## src/rtl/nor_wp_pkg.sv

```systemverilog
package nor_wp_pkg;

  localparam logic [7:0] OP_SET_WE = 8'h06;
  localparam logic [7:0] OP_CLR_WE = 8'h04;
  localparam logic [7:0] OP_RD_ST  = 8'h05;
  localparam logic [7:0] OP_WR_ST  = 8'h01;
  localparam logic [7:0] OP_PROG   = 8'h02;
  localparam logic [7:0] OP_SECT   = 8'h20;
  localparam logic [7:0] OP_BLK    = 8'hD8;
  localparam logic [7:0] OP_CHIP   = 8'hC7;

  typedef enum logic [1:0] {
    JOB_PROG = 2'd0,
    JOB_SECT = 2'd1,
    JOB_BLK  = 2'd2,
    JOB_CHIP = 2'd3
  } job_e;

endpackage

```

## src/rtl/nor_wp_spi_if.sv

```systemverilog
module nor_wp_spi_if #(
  parameter int SYNC_STAGES = 2,
  parameter int CNT_W       = 3
) (
  input  logic             clk_i,
  input  logic             rst_ni,
  input  logic             sclk_i,
  input  logic             cs_ni,
  input  logic             si_i,
  input  logic             tx_en_i,
  input  logic [7:0]       tx_byte_i,
  output logic             so_o,
  output logic             byte_vld_o,
  output logic [7:0]       byte_o,
  output logic [CNT_W-1:0] byte_idx_o,
  output logic             end_o,
  output logic             end_ok_o,
  output logic [CNT_W-1:0] nbytes_o
);

  localparam int SW = (SYNC_STAGES < 1) ? 1 : SYNC_STAGES;

  // {sclk, cs_n, si}
  logic [SW-1:0][2:0] sync_q;
  logic sclk_d, cs_d;
  logic sclk_s, cs_s, si_s;
  logic rise, fall, sel_go, sel_end;

  always_ff @(posedge clk_i or negedge rst_ni) begin
    if (!rst_ni) begin
      sync_q <= {SW{3'b010}};
      sclk_d <= 1'b0;
      cs_d   <= 1'b1;
    end else begin
      for (int k = SW - 1; k > 0; k--) sync_q[k] <= sync_q[k-1];
      sync_q[0] <= {sclk_i, cs_ni, si_i};
      sclk_d    <= sclk_s;
      cs_d      <= cs_s;
    end
  end

  assign sclk_s  = sync_q[SW-1][2];
  assign cs_s    = sync_q[SW-1][1];
  assign si_s    = sync_q[SW-1][0];
  assign rise    = sclk_s & ~sclk_d & ~cs_s;
  assign fall    = ~sclk_s & sclk_d & ~cs_s;
  assign sel_go  = ~cs_s & cs_d;
  assign sel_end = cs_s & ~cs_d;

  // receive side
  logic [2:0]       bit_q;
  logic [6:0]       sh_q;
  logic [CNT_W-1:0] cnt_q;
  logic             bvld_q, end_q, ok_q;
  logic [7:0]       byte_q;
  logic [CNT_W-1:0] idx_q;

  always_ff @(posedge clk_i or negedge rst_ni) begin
    if (!rst_ni) begin
      bit_q  <= '0;
      sh_q   <= '0;
      cnt_q  <= '0;
      bvld_q <= 1'b0;
      byte_q <= '0;
      idx_q  <= '0;
      end_q  <= 1'b0;
      ok_q   <= 1'b0;
    end else begin
      bvld_q <= rise && (bit_q == 3'd7);
      end_q  <= sel_end;
      if (sel_end) ok_q <= (bit_q == 3'd0);
      if (sel_go) begin
        bit_q <= '0;
        cnt_q <= '0;
      end else if (rise) begin
        sh_q  <= {sh_q[5:0], si_s};
        bit_q <= bit_q + 3'd1;
        if (bit_q == 3'd7) begin
          byte_q <= {sh_q, si_s};
          idx_q  <= cnt_q;
          if (cnt_q != '1) cnt_q <= cnt_q + 1'b1;
        end
      end
    end
  end

  assign byte_vld_o = bvld_q;
  assign byte_o     = byte_q;
  assign byte_idx_o = idx_q;
  assign end_o      = end_q;
  assign end_ok_o   = ok_q;
  assign nbytes_o   = cnt_q;

  // transmit side
  logic [2:0] tbit_q;
  logic [6:0] tsh_q;
  logic       so_q;

  always_ff @(posedge clk_i or negedge rst_ni) begin
    if (!rst_ni) begin
      tbit_q <= '0;
      tsh_q  <= '0;
      so_q   <= 1'b0;
    end else if (sel_go) begin
      tbit_q <= '0;
    end else if (fall) begin
      if (tx_en_i) begin
        if (tbit_q == 3'd0) {so_q, tsh_q} <= tx_byte_i;
        else                {so_q, tsh_q} <= {tsh_q, 1'b0};
        tbit_q <= tbit_q + 3'd1;
      end else begin
        so_q <= 1'b0;
      end
    end
  end

  assign so_o = so_q;


  so_hold_chk: assert property (@(posedge clk_i) disable iff (!rst_ni)
    !fall |=> $stable(so_q));


  byte_gap_chk: assert property (@(posedge clk_i) disable iff (!rst_ni)
    bvld_q |=> !bvld_q);

endmodule

```

## src/rtl/nor_wp_prot.sv

```systemverilog
module nor_wp_prot #(
  parameter int BLK_W = 3
) (
  input  logic [2:0]       code_i,
  input  logic [BLK_W-1:0] blk_i,
  output logic             hit_o,
  output logic             any_o
);

  localparam int NBLK = 1 << BLK_W;

  logic [BLK_W:0] floor_b;

  // top-aligned region: partial codes lock the upper 2^(code-1) blocks
  always_comb begin
    floor_b = '0;
    hit_o   = 1'b0;
    if (code_i == 3'd0) begin
      hit_o = 1'b0;
    end else if (32'(code_i) > BLK_W) begin
      hit_o = 1'b1;
    end else begin
      floor_b = (BLK_W+1)'(NBLK) - ((BLK_W+1)'(1) << (code_i - 3'd1));
      hit_o   = {1'b0, blk_i} >= floor_b;
    end
  end

  assign any_o = (code_i != 3'd0);


  always_comb begin
    top_blk_chk: assert (!(any_o && blk_i == '1) || hit_o);
    none_chk: assert (any_o || !hit_o);
  end

endmodule

```

## src/rtl/nor_wp_cmd.sv

```systemverilog
module nor_wp_cmd
  import nor_wp_pkg::*;
#(
  parameter int ADDR_W = 24,
  parameter int CNT_W  = 3
) (
  input  logic              clk_i,
  input  logic              rst_ni,
  input  logic              byte_vld_i,
  input  logic [7:0]        byte_i,
  input  logic [CNT_W-1:0]  byte_idx_i,
  input  logic              end_i,
  input  logic              end_ok_i,
  input  logic [CNT_W-1:0]  nbytes_i,
  input  logic              busy_i,
  input  logic              blk_hit_i,
  input  logic              any_prot_i,
  output logic              tx_en_o,
  output logic [7:0]        status_o,
  output logic [2:0]        code_o,
  output logic [ADDR_W-1:0] addr_o,
  output logic              op_vld_o,
  output logic [1:0]        op_kind_o,
  output logic [ADDR_W-1:0] op_addr_o
);

  localparam int ADDR_BYTES = ADDR_W / 8;
  localparam logic [CNT_W-1:0] N_ERASE = CNT_W'(ADDR_BYTES + 1);
  localparam logic [CNT_W-1:0] N_PROG  = CNT_W'(ADDR_BYTES + 2);
  localparam logic [CNT_W-1:0] N_WRST  = CNT_W'(2);
  localparam logic [CNT_W-1:0] N_ONE   = CNT_W'(1);

  logic [7:0]        opc_q, wdat_q;
  logic [ADDR_W-1:0] addr_q;
  logic              rd_q, wel_q, srwd_q;
  logic [2:0]        bp_q;

  logic              nxt_wel, nxt_srwd, issue;
  logic [2:0]        nxt_bp;
  job_e              kind;

  always_comb begin
    nxt_wel  = wel_q;
    nxt_bp   = bp_q;
    nxt_srwd = srwd_q;
    issue    = 1'b0;
    kind     = JOB_PROG;
    if (end_i && end_ok_i && nbytes_i >= N_ONE) begin
      case (opc_q)
        OP_SET_WE: nxt_wel = 1'b1;
        OP_CLR_WE: nxt_wel = 1'b0;
        OP_WR_ST: if (nbytes_i >= N_WRST && wel_q && !srwd_q) begin
          nxt_bp   = wdat_q[4:2];
          nxt_srwd = wdat_q[7];
          nxt_wel  = 1'b0;
        end
        OP_PROG: if (nbytes_i >= N_PROG && wel_q && !blk_hit_i) begin
          issue   = 1'b1;
          kind    = JOB_PROG;
          nxt_wel = 1'b0;
        end
        OP_SECT, OP_BLK: if (nbytes_i >= N_ERASE && wel_q && !blk_hit_i) begin
          issue   = 1'b1;
          kind    = (opc_q == OP_SECT) ? JOB_SECT : JOB_BLK;
          nxt_wel = 1'b0;
        end
        OP_CHIP: if (wel_q && !any_prot_i) begin
          issue   = 1'b1;
          kind    = JOB_CHIP;
          nxt_wel = 1'b0;
        end
        default: ;
      endcase
    end
  end

  always_ff @(posedge clk_i or negedge rst_ni) begin
    if (!rst_ni) begin
      opc_q     <= '0;
      wdat_q    <= '0;
      addr_q    <= '0;
      rd_q      <= 1'b0;
      wel_q     <= 1'b0;
      bp_q      <= '0;
      srwd_q    <= 1'b0;
      op_vld_o  <= 1'b0;
      op_kind_o <= '0;
      op_addr_o <= '0;
    end else begin
      if (byte_vld_i) begin
        if (byte_idx_i == '0) begin
          opc_q <= byte_i;
          rd_q  <= (byte_i == OP_RD_ST);
        end else if (byte_idx_i <= CNT_W'(ADDR_BYTES)) begin
          addr_q <= {addr_q[ADDR_W-9:0], byte_i};
        end
        if (byte_idx_i == N_ONE) wdat_q <= byte_i;
      end
      if (end_i) rd_q <= 1'b0;
      wel_q     <= nxt_wel;
      bp_q      <= nxt_bp;
      srwd_q    <= nxt_srwd;
      op_vld_o  <= issue;
      op_kind_o <= kind;
      op_addr_o <= (kind == JOB_CHIP) ? '0 : addr_q;
    end
  end

  assign tx_en_o  = rd_q;
  assign status_o = {srwd_q, 2'b00, bp_q, wel_q, busy_i};
  assign code_o   = bp_q;
  assign addr_o   = addr_q;


  wel_gate_chk: assert property (@(posedge clk_i) disable iff (!rst_ni)
    op_vld_o |-> $past(wel_q));


  wel_clear_chk: assert property (@(posedge clk_i) disable iff (!rst_ni)
    op_vld_o |-> !wel_q);


  no_locked_job_chk: assert property (@(posedge clk_i) disable iff (!rst_ni)
    (op_vld_o && op_kind_o != JOB_CHIP) |-> !blk_hit_i);


  chip_free_chk: assert property (@(posedge clk_i) disable iff (!rst_ni)
    (op_vld_o && op_kind_o == JOB_CHIP) |-> (!any_prot_i && op_addr_o == '0));


  lock_hold_chk: assert property (@(posedge clk_i) disable iff (!rst_ni)
    srwd_q |=> (srwd_q && $stable(bp_q)));


  wel_event_chk: assert property (@(posedge clk_i) disable iff (!rst_ni)
    !$stable(wel_q) |-> $past(end_i && end_ok_i));

endmodule

```

## src/rtl/nor_wp_front.sv

```systemverilog
module nor_wp_front #(
  parameter int ADDR_W      = 24,
  parameter int BLK_LSB     = 16,
  parameter int BLK_W       = 3,
  parameter int SYNC_STAGES = 2
) (
  input  logic              clk_i,
  input  logic              rst_ni,
  input  logic              sclk_i,
  input  logic              cs_ni,
  input  logic              si_i,
  output logic              so_o,
  input  logic              busy_i,
  output logic              op_vld_o,
  output logic [1:0]        op_kind_o,
  output logic [ADDR_W-1:0] op_addr_o
);

  localparam int ADDR_BYTES = ADDR_W / 8;
  localparam int CNT_W      = $clog2(ADDR_BYTES + 3);

  logic             byte_vld, end_ev, end_ok, tx_en, blk_hit, any_prot;
  logic [7:0]       rx_byte, status;
  logic [CNT_W-1:0] byte_idx, nbytes;
  logic [2:0]       code;
  logic [ADDR_W-1:0] addr;

  nor_wp_spi_if #(
    .SYNC_STAGES(SYNC_STAGES),
    .CNT_W      (CNT_W)
  ) u_spi (
    .clk_i     (clk_i),
    .rst_ni    (rst_ni),
    .sclk_i    (sclk_i),
    .cs_ni     (cs_ni),
    .si_i      (si_i),
    .tx_en_i   (tx_en),
    .tx_byte_i (status),
    .so_o      (so_o),
    .byte_vld_o(byte_vld),
    .byte_o    (rx_byte),
    .byte_idx_o(byte_idx),
    .end_o     (end_ev),
    .end_ok_o  (end_ok),
    .nbytes_o  (nbytes)
  );

  nor_wp_cmd #(
    .ADDR_W(ADDR_W),
    .CNT_W (CNT_W)
  ) u_cmd (
    .clk_i     (clk_i),
    .rst_ni    (rst_ni),
    .byte_vld_i(byte_vld),
    .byte_i    (rx_byte),
    .byte_idx_i(byte_idx),
    .end_i     (end_ev),
    .end_ok_i  (end_ok),
    .nbytes_i  (nbytes),
    .busy_i    (busy_i),
    .blk_hit_i (blk_hit),
    .any_prot_i(any_prot),
    .tx_en_o   (tx_en),
    .status_o  (status),
    .code_o    (code),
    .addr_o    (addr),
    .op_vld_o  (op_vld_o),
    .op_kind_o (op_kind_o),
    .op_addr_o (op_addr_o)
  );

  nor_wp_prot #(
    .BLK_W(BLK_W)
  ) u_prot (
    .code_i(code),
    .blk_i (addr[BLK_LSB +: BLK_W]),
    .hit_o (blk_hit),
    .any_o (any_prot)
  );

endmodule

```

## config.mk

```make
export PLATFORM = sky130hd
export DESIGN_NAME = nor_wp_front
export DESIGN_NICKNAME = d
export VERILOG_FILES = /design/src/rtl/nor_wp_pkg.sv /design/src/rtl/nor_wp_spi_if.sv /design/src/rtl/nor_wp_prot.sv /design/src/rtl/nor_wp_cmd.sv /design/src/rtl/nor_wp_front.sv
export SDC_FILE = /design/constraint.sdc
export NUM_CORES = 1
export LEC_CHECK = 0
export BUFFER_PORTS_ARGS = -buffer_cell sky130_fd_sc_hd__buf_2
export CELL_PAD_IN_SITES_DETAIL_PLACEMENT = 0
export CELL_PAD_IN_SITES_GLOBAL_PLACEMENT = 1
export CORE_MARGIN = 2
export CORE_UTILIZATION = 40
export DETAILED_ROUTE_END_ITERATION = 12
export GPL_TIMING_DRIVEN = 0
export PLACE_DENSITY_LB_ADDON = 0.08
export SLEW_MARGIN = 20
export SYNTH_ARGS = -nofsm -noshare
export SYNTH_HDL_FRONTEND = slang
export SYNTH_SLANG_ARGS = --single-unit
export TNS_END_PERCENT = 20
```

## constraint.sdc

```tcl
create_clock -name clk_i -period 2.3 [get_ports clk_i]
set_input_delay 0.23 -clock clk_i [delete_from_list [all_inputs] [get_ports clk_i]]
set_output_delay 0.23 -clock clk_i [all_outputs]
set_load 0.005 [all_outputs]
```

Yosys cells after proc, flatten, opt, wreduce, memory -nomap -nowiden
Cells that the tools add are included.
{"block": "totals", "ff_bits": 119, "input_bits": 6, "output_inout_bits": 28, "wordCells": 138}
{"block": "classes", "add_sub_neg": 5, "n_lt_le_gt_ge": 7, "n_eq_ne": 16, "shifts": 1, "n_mux": 33, "n_bitwise": 12, "n_reduce_logical": 39}
{"op": "3-bit 2-to-1 mux", "count": 9}
{"op": "8-bit by 3-bit == test with 1-bit output, second input constant", "count": 3}
{"op": "24-bit 2-to-1 mux", "count": 1}
{"op": "8-bit == test, second input constant", "count": 2}
{"op": "1-bit 2-to-1 mux", "count": 15}
{"op": "3-bit AND reduction", "count": 5}
{"op": "2-bit nonzero test", "count": 7}
{"op": "3-bit logical NOT", "count": 4}
{"op": "2-bit AND reduction", "count": 6}
{"op": "1-bit logical AND", "count": 10}
{"op": "3-bit by 1-bit adder with 3-bit output, second input constant", "count": 3}
{"op": "8-bit by 1-bit == test with 1-bit output, second input constant", "count": 1}
{"op": "8-bit by 2-bit == test with 1-bit output, second input constant", "count": 1}
{"op": "8-bit by 6-bit == test with 1-bit output, second input constant", "count": 1}
{"op": "2-bit 2-to-1 mux", "count": 4}
{"op": "2-bit by 1-bit inequality test with 1-bit output, second input constant", "count": 4}
{"op": "7-bit 2-to-1 mux", "count": 1}
{"op": "1-bit bitwise AND", "count": 6}
{"op": "3-bit >= comparator, second input constant", "count": 2}
{"op": "1-bit NOT", "count": 6}
{"op": "1-bit one-hot mux with 6 select lines", "count": 1}
{"op": "6-bit AND reduction", "count": 1}
{"op": "6-bit nonzero test", "count": 1}
{"op": "3-bit by 4-bit >= comparator with 1-bit output", "count": 1}
{"op": "16 further kinds", "count": 18}

Depth between registers and ports, before layout
{"block": "logic_depth", "ltp_word": 13, "depth_mapped": 9, "ltp_nobuf": 9}

Cells and area by module
A second synthesis with hierarchy kept.
{"block": "hier_totals", "cells_unflattened": 366, "hier_area_um2": 4986.0}
{"module": "nor_wp_cmd", "instances": 1, "cells_per_inst": 208, "area_per_inst_um2": 2889.0, "seq_area_each_um2": 1726.7}
{"module": "nor_wp_spi_if", "instances": 1, "cells_per_inst": 140, "area_per_inst_um2": 1961.9, "seq_area_each_um2": 1154.9}
{"module": "nor_wp_prot", "instances": 1, "cells_per_inst": 18, "area_per_inst_um2": 135.1, "seq_area_each_um2": 0.0}

Worst setup path before layout
Ideal clock, no wire load.
{"block": "synth_path", "kind": "reg2reg", "startpoint": "reg u_cmd.bp_q[2], in the netlist u_cmd.code_o[2]", "endpoint": "reg u_cmd.op_vld_o", "setup_ps": 78, "arrival_ps": 1776, "required_ps": 2222, "slack_ps": 446, "path_stages_with_launch": 10, "synth_period_minus_slack_ps": 1854, "path_cell_list": "dfrtp_1 > nor2_1 > nand2_1 > ha_1 > inv_1 > ha_1 > a211oi_1 > o21ai_1 > a21o_1 > a21oi_1"}
{"block": "synth_between", "elab_chain_len": 11}
{"item": "start, declared", "line": "nor_wp_cmd.sv:36", "source": "logic [2:0] bp_q;"}
{"item": "start signal, assigned", "line": "nor_wp_cmd.sv:101", "source": "bp_q <= nxt_bp;"}
{"item": "3-bit by 1-bit subtractor with 3-bit output", "line": "nor_wp_prot.sv:23", "source": "floor_b = (BLK_W+1)'(NBLK) - ((BLK_W+1)'(1) << (code_i - 3'd1));"}
{"item": "1-bit by 3-bit left shift with 4-bit output", "line": "nor_wp_prot.sv:23"}
{"item": "4-bit subtractor", "line": "nor_wp_prot.sv:23"}
{"item": "3-bit by 4-bit >= comparator with 1-bit output", "line": "nor_wp_prot.sv:24", "source": "hit_o = {1'b0, blk_i} >= floor_b;"}
{"item": "1-bit 2-to-1 mux", "line": "nor_wp_prot.sv:20", "source": "end else if (32'(code_i) > BLK_W) begin"}
{"item": "1-bit 2-to-1 mux", "line": "nor_wp_prot.sv:18", "source": "if (code_i == 3'd0) begin"}
{"item": "1-bit logical NOT", "line": "nor_wp_cmd.sv:57, nor_wp_cmd.sv:62"}
{"item": "1-bit logical AND, on equally long branches", "line": "nor_wp_cmd.sv:62, nor_wp_cmd.sv:57"}
{"item": "1-bit 2-to-1 mux, on equally long branches", "line": "nor_wp_cmd.sv:62, nor_wp_cmd.sv:57"}
{"item": "1-bit one-hot mux with 3 select lines *", "line": "nor_wp_cmd.sv:49", "source": "case (opc_q)"}
{"item": "1-bit 2-to-1 mux *", "line": "nor_wp_cmd.sv:48", "source": "if (end_i && end_ok_i && nbytes_i >= N_ONE) begin"}
{"item": "named net u_cmd.issue", "line": "nor_wp_cmd.sv:38", "source": "logic nxt_wel, nxt_srwd, issue;"}
{"item": "end signal, assigned", "line": "nor_wp_cmd.sv:103", "source": "op_vld_o <= issue;"}
{"item": "end, declared", "line": "nor_wp_cmd.sv:22", "source": "output logic op_vld_o,"}
Mark *: on every way through the listed nets, which the timed path passes. The rest lies on a longest branch.
A chain may end at the register's enable or synchronous reset.

Worst setup path in the final report
{"block": "layout_path", "startpoint": "reg u_spi.idx_q[2], in the netlist u_spi.byte_idx_o[2]", "endpoint": "reg u_cmd.addr_q[12], in the netlist u_cmd.addr_o[12]"}
{"block": "layout_between", "elab_chain_len": 3}
{"item": "start, declared", "line": "nor_wp_spi_if.sv:56", "source": "logic [CNT_W-1:0] idx_q;"}
{"item": "start signal, assigned", "line": "nor_wp_spi_if.sv:80", "source": "idx_q <= cnt_q;"}
{"item": "branches (longest 2 deep; another with 3-bit by 2-bit less-or-equal comparator with 1-bit output)"}
{"item": "3-bit AND reduction (no line) *"}
{"item": "end signal, assigned", "line": "nor_wp_cmd.sv:95", "source": "addr_q <= {addr_q[ADDR_W-9:0], byte_i};"}
{"item": "end, declared", "line": "nor_wp_cmd.sv:34", "source": "logic [ADDR_W-1:0] addr_q;"}
Mark *: on every way between the ends.

==> flow_summary_export.csv <==
group,metric,value,unit
pwr,comb_power_share,0.022,
timing,setup_viol,0,
final_layout,area_growth,20.17,%
floorplanning,die_area,12830,µm²
synthesis,synth-edff-count,0,
setup_path,path_class,"reg2reg",
grt,antenna_found_initial,0,
routing,firstDrtPassIters,8,
grt,use_met3,0.04821,
setup_path,worstPathRequired,2.58,ns
final_layout,num-fill-cells,1041,
synthesis,ys_seq_area_frac,0.6034,
synthesis,avgSynthCellArea,13.27,µm²
setup_path,critPathCaptureType,"flip-flop",
grt,use_met2,0.2419,
floorplanning,rows,39,
timing,setup_ws,0.1771,ns
placement,dp_slack,0.01525,ns
placement,routabilityCongestion,0.7963,
routing,via_per_inst,4.870,
setup_path,cp.arrival,2.40,ns
clocking,root_buffer,"clkbuf_16",
final_layout,nets,435,
final_layout,final_core_util,0.4984,
routing,wl_per_cell,15.39,µm
timing,fin_skew,0.006700,ns
synthesis,synthesis.nets,378,
flow_run,max_cap_violations,0,
synthesis,yosys_warnings,0,
setup_path,worstPathMaxFanout,10,
setup_path,cp-start-kind,"flip-flop",
synthesis,synth-seq-cells,115,
pwr,powerDensity,794.3,nW/µm²
pwr,power_switching,0.0009037,W
placement,io_buffer_count,33,
timing,fin_crit_sh,0.9230,
timing,fmax,471.1,MHz
pwr,swShare,0.1982,
synthesis,netlist_area,4776,µm²
floorplanning,die_y,113.3,µm
grt,grt_first_pass_wirelength,15.28,mm
grt,grt_start_max_net_pins,69,
clocking,numCtsBuffers,17,
routing,drtAntennaViolNets,0,
pwr,p_total,0.004559,W
worst_hold_path,hold_class,"in2reg",
timing,rsz0062_at_grt,"no",
clocking,cts_setup_buffers,0,
synthesis,yosys_most_used_dff,"dfrtp_1",
clocking,cts_tree,"built",
status,status,"complete, but fails checks",
routing,drt_iter0_drc,98,
timing,hold_viol,0,
timing,relSlewSlack,0.4149,
routing,remaining_drc_errors,6,
pwr,pwr-share-seq,0.463,
grt,grt_pass1_vias,2948,
clocking,clock_latency,0.40,ns
synthesis,ys_types,54,
placement,dpl.hpwl,6.152,mm
grt,grt_use_met1,0.2039,
grt,overflow,0,
pwr,clockPowerShare,0.515,
clocking,cts-htree-levels,4,
floorplanning,core,11520,µm²
grt,grt_busiest_layer,"met2",
floorplanning,io_pins,34,
routing,wirelength,8.755,mm
final_layout,n_antenna_cell,0,
floorplanning,fp.dieW,113.3,µm
synthesis,async_reset_ff_frac,1.000,
timing,setup_tns,0,ns
pwr,cellLeakagePower,2.922,nW
pwr,internal-power,0.003655,W
timing,tightest_slew,0.8744,ns
timing,period_needed,2.123,ns
clocking,clk_pin_slew,0.05,ns
clocking,cts_buffer_depth,2,
grt,track_usage,0.1568,
clocking,cts_sinks,115,
timing,drv_slew,0,
status,violations,"design-rule violations",
routing,vias,2771,
final_layout,post_route_cells_drive_above_1_share,0.2512,
pwr,worst_ir_drop_vdd,0.5942,mV
synthesis,postSynthCellCount,360,
floorplanning,start_util,0.4147,
## state kept, by name (all words and copies together) (netlist names), 4 cells and up
register         count
u_spi.byte_o         8
u_spi.tsh_q          7
u_cmd.op_addr_o     24
u_cmd.addr_o        24
u_cmd.wdat_q         4
u_spi.sh_q           7
u_cmd.opc_q          8
## timing repair
| item | in CTS | in global routing |
|---|---|---|
| hold buffers | 4 | 0 |
| endpoints found under the hold margin | 50 | 0 |
| endpoints found under the setup margin | 1 | 3 |
| gates resized for setup | 1 | 3 |
## final timing paths
path	endpoint	slack, ns	depth (start not counted)	from
worst max-delay path	u_cmd.addr_o[12]	0.18	4	u_spi.byte_idx_o[2]
worst min-delay path	u_spi.tsh_q[0]	0.06	3	busy_i
worst max register to register	u_cmd.addr_o[12]	0.18	4	u_spi.byte_idx_o[2]
worst min register to register	u_spi.si_s	0.35	0	u_spi.sync_q[0]
max in group asynchronous	u_spi.cs_d	1.26	3	rst_ni
min in group asynchronous	u_cmd.op_addr_o[15]	0.34	2	rst_ni
## final cells by class
type	instances	area [µm²]	area share
well taps	143	178.9	0.03118
repair buffers	38	239.0	0.04164
flip-flops and latches	115	2883	0.5023
multi-input cells	219	1787	0.3113
clock inverters	5	55.05	0.009592
clock buffers	23	478.0	0.08328
plain buffers	9	55.05	0.009592
inverters	17	63.81	0.01112
## cells in the mapped netlist (2+ instances only)
master | n | share of area
o22ai_1 | 2 | 0.0026
mux2_4 | 3 | 0.0094
buf_6 | 2 | 0.0047
ha_1 | 12 | 0.031
nor3b_1 | 3 | 0.0047
o21a_1 | 2 | 0.0031
inv_1 | 16 | 0.013
nand2b_1 | 8 | 0.010
nor3_1 | 2 | 0.0021
and2_1 | 4 | 0.0052
a211oi_1 | 2 | 0.0031
o211ai_1 | 2 | 0.0031
and2_4 | 20 | 0.037
mux2i_1 | 3 | 0.0063
nand3_1 | 3 | 0.0031
clkbuf_1 | 2 | 0.0016
o21ai_0 | 3 | 0.0031
buf_2 | 5 | 0.0052
mux2_1 | 51 | 0.12
dfstp_2 | 3 | 0.017
nor2_1 | 15 | 0.012
o21bai_1 | 3 | 0.0047
nand2_1 | 24 | 0.019
nand3b_1 | 2 | 0.0031
o21ai_1 | 14 | 0.015
dfrtp_1 | 112 | 0.59
a21oi_1 | 8 | 0.0084
nor2b_1 | 6 | 0.0079
xnor2_1 | 3 | 0.0055
## cells in the final DEF (no fill, tap or decap), types with 3 or more instances in the layout
cell           Yosys  routed
clkbuf_8           0       3
nor3b_1            3       3
ha_1              12      12
nand2b_1           8       8
o21bai_1           3       3
mux2_1            51      51
dfrtp_1          112     111
clkbuf_16          0      17
nand2_1           24      24
buf_2              5      37
mux2_4             3       3
a21oi_1            8       8
buf_6              2       3
and2_4            20      20
nor2_1            15      14
nor2b_1            6       6
clkbuf_1           2       5
dfstp_2            3       3
xnor2_1            3       3
and2_1             4       4
mux2i_1            3       3
nand3_1            3       3
o21ai_0            3       3
dlygate4sd3_1      0       4
o21ai_1           14      13
inv_1             16      16
## layer usage
| layer | vias up | wire [µm] |
|---|---|---|
| li1 | 1351 | - |
| met2 | 46 | 4156 |
| met3 | 16 | 294 |
| met4 | 0 | 184 |
| met1 | 1358 | 4120 |
| met5 | - | 0 |
## kinds of logic after synthesis
group | count (synthesis) | share of synthesized area
AO/OA/AOI/OAI | 45 | 0.06026
XOR/XNOR | 3 | 0.005503
adder cells (fa/ha/maj) | 12 | 0.03144
buffers and inverters | 26 | 0.02489
flip-flops | 115 | 0.6034
multiplexers | 57 | 0.1360
AND/OR/NAND/NOR | 102 | 0.1386
## critical path: stages, from the launching register on
cell      delay (ns)
dfrtp_1         0.37
nand2b_1        0.19
nor2_1          0.69
buf_2           0.40
mux2_1          0.36
## per-stage QoR
stage / cells / instance area (µm²) / hold slack (ns)
floorplan: 360 / 4776 / -0.06559
global placement: 536 / 5120 / 0.3365
detailed placement: 537 / 5154 / 0.2030
CTS: 569 / 5729 / 0.03914
global route: 569 / 5739 / 0.04789
finish: 569 / 5739 / 0.05830
## power groups by stage
stage	Sequential (W)	Clock (W)	Combinational, W
final	0.00211	0.00235	0.000100
after global routing	0.00212	0.00253	0.000120
after CTS	0.00211	0.00243	0.000107
after detailed placement	0.00214	0	0.000100
after global placement	0.00214	0	0.0000903
after floorplan	0.00213	0	0.0000413
Note: power is estimated with default switching activity, not from simulation.
